==> config.mk <==
export PLATFORM = sky130hd
export DESIGN_NAME = supv_reset_ctrl
export DESIGN_NICKNAME = d
export VERILOG_FILES = /design/src/rtl/supv_reset_ctrl.sv
export SDC_FILE = /design/constraint.sdc
export NUM_CORES = 1
export LEC_CHECK = 0
export ABC_AREA = 1
export BUFFER_PORTS_ARGS = -buffer_cell sky130_fd_sc_hd__clkbuf_2
export CORE_MARGIN = 8
export CORE_UTILIZATION = 42
export CTS_CLUSTER_SIZE = 12
export DETAILED_ROUTE_END_ITERATION = 10
export PLACE_DENSITY = 0.57
export SLEW_MARGIN = 20
export SYNTH_ARGS = -nofsm -noshare
export SYNTH_HDL_FRONTEND = slang
export SYNTH_SLANG_ARGS = --single-unit
==> constraint.sdc <==
create_clock -name clk -period 1.7 [get_ports clk]
set_input_delay 0.085 -clock clk [delete_from_list [all_inputs] [get_ports clk]]
set_output_delay 0.085 -clock clk [all_outputs]
set_load 0.05 [all_outputs]
==> src/rtl/supv_reset_ctrl.sv <==
module supv_reset_ctrl #(
  parameter int TICK_DIV        = 125000,
  parameter int PULSE_TICKS     = 200,
  parameter int TIMEOUT_TICKS   = 1600,
  parameter bit RST_ACTIVE_HIGH = 1'b0
) (
  input  logic       clk,
  input  logic       supply_ok,
  input  logic       wdt_in,
  input  logic       wdt_en,
  output logic       rst_out,
  output logic [1:0] cause
);

  localparam int PW  = $clog2(TICK_DIV > 1 ? TICK_DIV : 2);
  localparam int PCW = $clog2(PULSE_TICKS + 1);
  localparam int WCW = $clog2(TIMEOUT_TICKS + 1);
  localparam logic [1:0] C_POWER = 2'b01;
  localparam logic [1:0] C_BROWN = 2'b10;
  localparam logic [1:0] C_WDOG  = 2'b11;

  logic [PW-1:0]  presc;
  logic [PCW-1:0] pcnt;
  logic [WCW-1:0] wcnt;
  logic [2:0]     wsync;
  logic           pulse_active;
  logic           supply_q;

  wire tick    = presc == PW'(TICK_DIV - 1);
  wire wd_edge = wsync[2] ^ wsync[1];
  wire wd_fire = tick && wdt_en && !pulse_active && supply_ok &&
                 wcnt == WCW'(TIMEOUT_TICKS - 1);
  wire rst_act = !supply_ok || pulse_active;

  assign rst_out = RST_ACTIVE_HIGH ? rst_act : !rst_act;

  always_ff @(posedge clk) begin
    wsync    <= {wsync[1:0], wdt_in};
    supply_q <= supply_ok;
  end

  // prescaler realigns at the start of every pulse so pulse widths are exact
  always_ff @(posedge clk) begin
    if (!supply_ok || wd_fire || tick) presc <= '0;
    else                               presc <= presc + 1'b1;
  end

  always_ff @(posedge clk) begin
    if (!supply_ok || wd_fire) begin
      pulse_active <= 1'b1;
      pcnt         <= '0;
    end else if (pulse_active && tick) begin
      if (pcnt == PCW'(PULSE_TICKS - 1)) begin
        pulse_active <= 1'b0;
        pcnt         <= '0;
      end else begin
        pcnt <= pcnt + 1'b1;
      end
    end
  end

  always_ff @(posedge clk) begin
    if (!supply_ok || pulse_active || !wdt_en || wd_edge || wd_fire) wcnt <= '0;
    else if (tick)                                                 wcnt <= wcnt + 1'b1;
  end

  always_ff @(posedge clk) begin
    if (!supply_ok) begin
      if (supply_q)              cause <= C_BROWN;
      else if (cause == C_BROWN) cause <= C_BROWN;
      else                       cause <= C_POWER;
    end else if (wd_fire) begin
      cause <= C_WDOG;
    end
  end

endmodule


==> insert_results.sql, run 1 <==
INSERT INTO impl_metrics (metric_group, metric, value, unit) VALUES
('detailed_routing', 'drt_iter0_markers', '97', ''),
('cells_and_area', 'insertedDiodeCount', '0', ''),
('detailed_routing', 'drc_errors', '0', ''),
('yosys', 'commonest_cells_post_synth', '86 x sky130_fd_sc_hd__nand2_1, 47 x sky130_fd_sc_hd__nor2_1, 41 x sky130_fd_sc_hd__dfxtp_1', ''),
('place', 'postPlaceCellArea', '2360', 'sq um'),
('sta', 'timing.final.crit_period', '1.56', 'ns'),
('yosys', 'synth_cells', '313', ''),
('clocking', 'worstSkewPairLatency', '0.30', 'ns'),
('cells_and_area', 'fin_area', '2520', 'sq um'),
('clocking', 'tritoncts_num_sinks', '43', ''),
('detailed_routing', 'route.detailed.wl_per_inst', '11.3', 'um'),
('yosys', 'flip_flop_and_latch_count_after_synthesis', '43', ''),
('power_and_ir_drop', 'fin_total_pwr', '1880', 'uW'),
('clocking', 'clock_tree.htree_level_count', '2', ''),
('yosys', 'most_used_standard_cell_by_instance_count_after_synthesis', 'sky130_fd_sc_hd__nand2_1', ''),
('setup_path', 'worst-path-max-fanout', '8', ''),
('cells_and_area', 'final_layout_size_suffix_gt1_frac', '0.148', ''),
('sta', 'final.period_utilization', '0.918', ''),
('die', 'floorplan.rows', '26', ''),
('cells_and_area', 'finalCoreUtilization', '0.491', ''),
('place', 'gp_congestion', '0.868', ''),
('die', 'die_area', '7920', 'sq um'),
('global_route', 'grt_start_max_net_pins', '18', ''),
('setup_path', 'worst_setup_path_class', 'reg2reg', ''),
('setup_path', 'cp-start-kind', 'register', ''),
('clocking', 'cts.clk_slew.worst_paths', '0.09', 'ns'),
('power_and_ir_drop', 'power.density_cell_area', '745', 'nW/um^2'),
('place', 'pre_cts_ws', '0.0801', 'ns'),
('status', 'run_status', 'finished, final reports clean', ''),
('yosys', 'yosysWarningCount', '0', ''),
('clocking', 'cts_tree', 'built', ''),
('sta', 'timing.final.hold_violations', '0', ''),
('sta', 'maxSlewViolCount', '0', ''),
('power_and_ir_drop', 'leakagePower', '0.000869', 'uW'),
('die', 'top_ports', '7', ''),
('yosys', 'postSynth.topFlopCell', 'sky130_fd_sc_hd__dfxtp_1', ''),
('detailed_routing', 'wl', '4.55', 'mm'),
('die', 'core-area', '5140', 'sq um'),
('cells_and_area', 'layout.nets', '338', ''),
('cells_and_area', 'layout-area-overhead-vs-synth', '12.7', '%'),
('sta', 'postLayoutSetupSlackWorst', '0.139', 'ns'),
('global_route', 'first_global_vias', '1728', ''),
('global_route', 'grt_first_pass_wirelength', '7.76', 'mm'),
('die', 'dieWidth', '89.0', 'um'),
('sta', 'tightestPinTransition', '0.365', 'ns'),
('detailed_routing', 'postRouteAntennaNets', '0', ''),
('yosys', 'synth_cell_type_count', '23', ''),
('global_route', 'grt_use_total', '0.124', ''),
('clocking', 'max-clock-path-buffers', '2', ''),
('clocking', 'cts_root_buffer', 'sky130_fd_sc_hd__clkbuf_8', ''),
('global_route', 'grt_overflow_total', '0', ''),
('sta', 'clock_skew', '0.00867', 'ns'),
('yosys', 'area_of_the_mapped_netlist', '2240', 'sq um'),
('sta', 'setup_violations', '0', ''),
('place', 'place.port_buffers', '6', ''),
('yosys', 'yosys.area.top_type_share', '0.367', ''),
('detailed_routing', 'dr_total_vias', '1891', ''),
('min_path', 'class_of_the_tightest_hold_or_removal_check', 'in2reg', ''),
('sta', 'fmax', '640', 'MHz'),
('setup_path', 'worstPathRequired', '1.89', 'ns'),
('setup_path', 'crit_path_end_kind', 'register', ''),
('place', 'dp_hpwl', '3.26', 'mm'),
('cells_and_area', 'fillers', '537', ''),
('yosys', 'largest_cells_by_area_after_synthesis', 'sky130_fd_sc_hd__dfxtp_1 37%, sky130_fd_sc_hd__nand2_1 14%, sky130_fd_sc_hd__nor2_1 7.9%', ''),
('die', 'initial_utilization', '0.435', ''),
('global_route', 'antenna_violations_before_repair', '0', ''),
('power_and_ir_drop', 'vdd_ir_drop_max', '391', 'uV'),
('run', 'max_cap_violations', '0', ''),
('yosys', 'cell_taking_the_most_area_after_synthesis', 'sky130_fd_sc_hd__dfxtp_1', ''),
('yosys', 'synth_edf_count', '2', ''),
('yosys', 'ys_seq_area_frac', '0.394', ''),
('die', 'die_height', '89.0', 'um'),
('detailed_routing', 'drt-vias-per-instance', '4.70', ''),
('detailed_routing', 'drt_pass1_iterations', '4', ''),
('clocking', 'cts-buffers-inserted', '5', ''),
('yosys', 'postSynthNetCount', '320', ''),
('yosys', 'mapped_avg_cell_area', '7.15', 'sq um'),
('sta', 'worst_slew_margin_rel', '0.755', ''),
('yosys', 'synthArstFlopShare', '0', ''),
('setup_path', 'worstPathArrival', '1.75', 'ns');
## path summary, 6_finish.rpt
kind / to / depth (start not counted) / slack (ns) / from
hold / removal: supply_q / 1 / 0.10 / supply_ok
hold reg to reg: wsync[1] / 0 / 0.34 / wsync[0]
setup reg to reg: presc[4] / 8 / 0.14 / presc[0]
setup / recovery: presc[4] / 8 / 0.14 / presc[0]
## layer usage
metal / wire (um) / global-route usage / vias to the layer above
li1: - / - / 1019
met1: 2260 / 0.163 / 846
met2: 2050 / 0.193 / 21
met3: 190 / 0.0349 / 5
met4: 48 / 0.0317 / 0
met5: 0 / 0 / -
## cell usage in the layout, fill, tap and decap left out
cell / instances
sky130_fd_sc_hd__buf_6: 2
sky130_fd_sc_hd__nand3_2: 2
sky130_fd_sc_hd__dfxtp_2: 2
sky130_fd_sc_hd__dfxtp_1: 39
sky130_fd_sc_hd__a21oi_1: 13
sky130_fd_sc_hd__xnor2_1: 4
sky130_fd_sc_hd__nor2_4: 2
sky130_fd_sc_hd__nand4_1: 10
sky130_fd_sc_hd__ha_2: 1
sky130_fd_sc_hd__o21ai_0: 2
sky130_fd_sc_hd__dlygate4sd3_1: 1
sky130_fd_sc_hd__nor2_1: 46
sky130_fd_sc_hd__edfxtp_1: 2
sky130_fd_sc_hd__nand3_1: 20
sky130_fd_sc_hd__nor2_2: 13
sky130_fd_sc_hd__clkbuf_8: 5
sky130_fd_sc_hd__nand3b_1: 1
sky130_fd_sc_hd__nor3_1: 7
sky130_fd_sc_hd__inv_2: 2
sky130_fd_sc_hd__clkbuf_2: 6
sky130_fd_sc_hd__inv_1: 34
sky130_fd_sc_hd__xor2_1: 17
sky130_fd_sc_hd__nand2_1: 84
sky130_fd_sc_hd__buf_4: 6
sky130_fd_sc_hd__nand2_2: 2
sky130_fd_sc_hd__clkinvlp_4: 1
sky130_fd_sc_hd__bufinv_16: 1
sky130_fd_sc_hd__nand3_4: 3
sky130_fd_sc_hd__ha_1: 2
sky130_fd_sc_hd__clkbuf_1: 1
sky130_fd_sc_hd__nor3_4: 1
## critical path, stage by stage (launching register included)
cell and delay, ns:
sky130_fd_sc_hd__dfxtp_2 0.35, sky130_fd_sc_hd__ha_2 0.20, sky130_fd_sc_hd__nand2_1 0.09, sky130_fd_sc_hd__nor2_1 0.11
sky130_fd_sc_hd__nand2_1 0.09, sky130_fd_sc_hd__nor2_4 0.15, sky130_fd_sc_hd__nand3_4 0.15, sky130_fd_sc_hd__nand3_2 0.26
sky130_fd_sc_hd__nor2_1 0.06
## through the flow
stage,setup TNS [ns],std cells,hold slack [ns]
after detailed placement,0,392,0.190
after global placement,0,392,0.189
final,0,402,0.102
after CTS,0,401,0.0433
after floorplan,0,313,0.113
after global routing,-0.0229,402,0.115
## registers in the layout (all words and copies together) (netlist names)
register,flops
cause,2
presc,17
wcnt,11
pulse_active,1
supply_q,1
pcnt,8
wsync,3
## cell families after synthesis
| logic type | synth area share |
|---|---|
| simple gates | 0.389 |
| flops | 0.394 |
| buf+inv | 0.0850 |
| xor+xnor | 0.0822 |
| compound gates | 0.0336 |
| fa+ha+maj | 0.0168 |
## repair_timing
item	CTS	global route
buffers inserted	0	0
setup endpoints to repair	0	38
hold buffers	1	0
endpoints found under the hold margin	1	0
resized for setup	0	10
## layout make-up
type / count / area, sq um / share of cell area
flip-flops and latches: 43 / 883 / 0.350
clock buffers: 6 / 72.6 / 0.0288
clock inverters: 2 / 37.5 / 0.0149
multi-input cells: 230 / 1200 / 0.475
repair buffers: 15 / 108 / 0.0427
inverters: 36 / 135 / 0.0536
well taps: 70 / 87.6 / 0.0347
## report_power, final
| group | internal [uW] | switching (uW) | total (uW) |
|---|---|---|---|
| registers | 1030 | 7.63 | 1040 |
| logic | 19.5 | 37.4 | 56.9 |
| clock network | 438 | 347 | 785 |
| total | 1490 | 392 | 1880 |
Note: power is estimated with default switching activity, not from simulation.
==> inputs of run 2 (changes only) <==
- GPL_TIMING_DRIVEN: default -> 0
- PLACE_DENSITY: 0.57 -> 0.55
- TNS_END_PERCENT: default -> 10
- clock period: 1.7 -> 1.65 ns (I/O delays scaled with it)
==> run 2 against run 1 <==
  * Register-to-register slack about the same
  * Flip-flop and latch count unchanged
  * Combinational power increased by 27%
  * Clock power decreased by 18%
  * Hold slack improved by 0.13 ns
  * Via count decreased by 2.0%
  * Sequential share of layout area decreased by 0.11 points
  * Design area increased by 0.74%
  * Non-clock buffer count increased by 3
  * Die area unchanged
  * Largest power group unchanged
==> insert_results.sql, run 2 (synthesized netlist as in run 1, its figures left out) <==
INSERT INTO impl_metrics (metric_group, metric, value, unit) VALUES
('setup_path', 'worstPathRequired', '1.84', 'ns'),
('sta', 'tightestPinTransition', '0.333', 'ns'),
('die', 'die_height', '89.0', 'um'),
('global_route', 'first_global_vias', '1691', ''),
('setup_path', 'worst_r2r_startpoint', 'presc[0]', ''),
('detailed_routing', 'route.detailed.wl_per_inst', '10.9', 'um'),
('cells_and_area', 'largest_register_ff_count', '17', ''),
('global_route', 'globalRouteMet1Util', '0.158', ''),
('cells_and_area', 'fillers', '534', ''),
('global_route', 'grt_use_total', '0.124', ''),
('cells_and_area', 'insertedDiodeCount', '0', ''),
('global_route', 'gr-usage-met3', '0.0349', ''),
('power_and_ir_drop', 'pwr-share-clk', '0.360', ''),
('setup_path', 'crit_path_end_kind', 'register', ''),
('clocking', 'cts-buffers-inserted', '5', ''),
('clocking', 'tritoncts_num_sinks', '43', ''),
('clocking', 'cts_tree', 'built', ''),
('global_route', 'grt_start_max_net_pins', '13', ''),
('global_route', 'grt_most_used_layer', 'met2', ''),
('power_and_ir_drop', 'power.density_cell_area', '702', 'nW/um^2'),
('cells_and_area', 'instances_no_fill', '403', ''),
('clocking', 'max-clock-path-buffers', '2', ''),
('cells_and_area', 'layout_commonest_cell', 'sky130_fd_sc_hd__nand2_1', ''),
('cells_and_area', 'layout-area-overhead-vs-synth', '13.5', '%'),
('cells_and_area', 'biggestRegsByFlops', 'presc (17), wcnt (11), pcnt (8)', ''),
('sta', 'timing.final.hold_violations', '0', ''),
('min_path', 'hold_depth', '5', ''),
('power_and_ir_drop', 'vdd_ir_drop_max', '292', 'uV'),
('die', 'top_ports', '7', ''),
('sta', 'fin_hold_ws', '0.227', 'ns'),
('place', 'gp_congestion', '0.846', ''),
('power_and_ir_drop', 'fin_total_pwr', '1780', 'uW'),
('sta', 'clock_skew', '0.00582', 'ns'),
('setup_path', 'timing.critical_path.from', 'supply_ok', ''),
('sta', 'timing.final.crit_period', '1.55', 'ns'),
('setup_path', 'worst-path-max-fanout', '10', ''),
('clocking', 'cts_root_buffer', 'sky130_fd_sc_hd__clkbuf_8', ''),
('cells_and_area', 'final_layout_size_suffix_gt1_frac', '0.153', ''),
('detailed_routing', 'drt_pass1_iterations', '4', ''),
('cells_and_area', 'most-common-layout-cells', '83 x sky130_fd_sc_hd__nand2_1, 45 x sky130_fd_sc_hd__nor2_1, 38 x sky130_fd_sc_hd__dfxtp_1', ''),
('power_and_ir_drop', 'part_of_the_total_power_dissipated_in_combinational_logic', '0.041', ''),
('global_route', 'met2_global_route_usage', '0.195', ''),
('min_path', 'hold_path_startpoint', 'wdt_en', ''),
('die', 'dieWidth', '89.0', 'um'),
('clocking', 'worstSkewPairLatency', '0.30', 'ns'),
('clocking', 'cts.clk_slew.worst_paths', '0.08', 'ns'),
('die', 'initial_utilization', '0.435', ''),
('cells_and_area', 'layout.nets', '340', ''),
('min_path', 'hold_path_end', 'wcnt[10]', ''),
('global_route', 'antenna_violations_before_repair', '0', ''),
('global_route', 'grt_overflow_total', '0', ''),
('power_and_ir_drop', 'total_switching_power', '400', 'uW'),
('clocking', 'clock_tree.htree_level_count', '2', ''),
('min_path', 'class_of_the_tightest_hold_or_removal_check', 'in2reg', ''),
('detailed_routing', 'drt_iter0_markers', '64', ''),
('place', 'dp_hpwl', '3.16', 'mm'),
('sta', 'fmax', '647', 'MHz'),
('sta', 'final.period_utilization', '0.937', ''),
('global_route', 'grt_first_pass_wirelength', '7.67', 'mm'),
('place', 'pre_cts_ws', '-0.235', 'ns'),
('die', 'core-area', '5140', 'sq um'),
('power_and_ir_drop', 'swShare', '0.224', ''),
('sta', 'maxSlewViolCount', '0', ''),
('power_and_ir_drop', 'internal-power', '1380', 'uW'),
('power_and_ir_drop', 'leakagePower', '0.000866', 'uW'),
('place', 'dp_cells', '389', ''),
('setup_path', 'ff2ff_path_depth', '9', ''),
('sta', 'worst_slew_margin_rel', '0.776', ''),
('detailed_routing', 'drt-vias-per-instance', '4.60', ''),
('setup_path', 'worst_setup_path_class', 'in2reg', ''),
('detailed_routing', 'drc_errors', '0', ''),
('setup_path', 'regToRegEndpoint', 'wcnt[2]', ''),
('sta', 'setup_violations', '0', ''),
('place', 'place.port_buffers', '6', ''),
('cells_and_area', 'fin_area', '2540', 'sq um'),
('sta', 'postLayoutSetupSlackWorst', '0.104', 'ns'),
('place', 'postPlaceCellArea', '2350', 'sq um'),
('cells_and_area', 'top_register', 'presc', ''),
('setup_path', 'worstPathArrival', '1.74', 'ns'),
('detailed_routing', 'postRouteAntennaNets', '0', ''),
('sta', 'grt_setup_unrepaired', 'no', ''),
('status', 'run_status', 'finished, final reports clean', ''),
('run', 'max_cap_violations', '0', ''),
('power_and_ir_drop', 'power.sequential.fraction', '0.600', ''),
('die', 'die_area', '7920', 'sq um'),
('detailed_routing', 'dr_total_vias', '1853', ''),
('setup_path', 'r2r_setup_slack', '0.13', 'ns'),
('die', 'floorplan.rows', '26', ''),
('setup_path', 'cp-start-kind', 'input pin', ''),
('detailed_routing', 'wl', '4.40', 'mm');
==> run 2: how the worst max path moves through the flow <==
stage | to | slack [ns] | cells after the start
final | wcnt[2] | 0.10 | 9
after global routing | pcnt[3] | 0.006 | 11
after CTS | cause[0] | 0.02 | 7
after detailed placement | cause[1] | -0.23 | 7
after global placement | cause[1] | -0.24 | 7
after floorplan | cause[0] | 0.05 | 7
==> run 2: per-stage QoR <==
stage	util	setup TNS (ns)
2_1_floorplan	-	0
3_3_place_gp	0.458	-2.96
3_5_place_dp	0.458	-2.68
4_1_cts	0.484	0
5_1_grt	0.494	0
6_report	0.494	0
==> run 2: critical path: stages <==
cell                            delay, ns
sky130_fd_sc_hd__dlygate4sd3_1       0.52
sky130_fd_sc_hd__clkbuf_2            0.11
sky130_fd_sc_hd__buf_4               0.16
sky130_fd_sc_hd__nand3_1             0.13
sky130_fd_sc_hd__nor3_2              0.25
sky130_fd_sc_hd__nand3_4             0.16
sky130_fd_sc_hd__nand2_1             0.13
sky130_fd_sc_hd__buf_6               0.15
sky130_fd_sc_hd__nor2_1              0.05
==> run 2: routing by layer <==
metal	vias to the layer above	wire, um	share of wire
met2	16	1910	0.43
met4	0	59	0.013
met1	815	2270	0.52
met5	-	0	0
met3	5	160	0.036
li1	1017	-	-
==> run 2: power groups by stage <==
stage	registers, uW	logic, uW	clock network [uW]
finish	1070	72.5	641
global route	1070	81.8	718
CTS	1070	66.9	672
detailed placement	1090	61.7	0
global placement	1090	61.7	0
floorplan	1100	37.4	0
==> run 2: timing repair <==
item / CTS / global route
buffers inserted: 3 / 2
pin swaps: 1 / 4
hold buffers: 2 / 0
endpoints found under the setup margin: 27 / 28
resized for setup: 5 / 10
endpoints found under the hold margin: 2 / 0
==> run 2: layout make-up <==
type / instances / area, sq um / area share
Multi-Input combinational cell: 229 / 1210 / 0.475
Sequential cell: 43 / 887 / 0.349
Inverter: 36 / 135 / 0.0532
Timing Repair Buffer: 13 / 91.3 / 0.0360
Tap cell: 70 / 87.6 / 0.0345
Clock buffer: 7 / 76.3 / 0.0300
Buffer: 5 / 55.1 / 0.0217
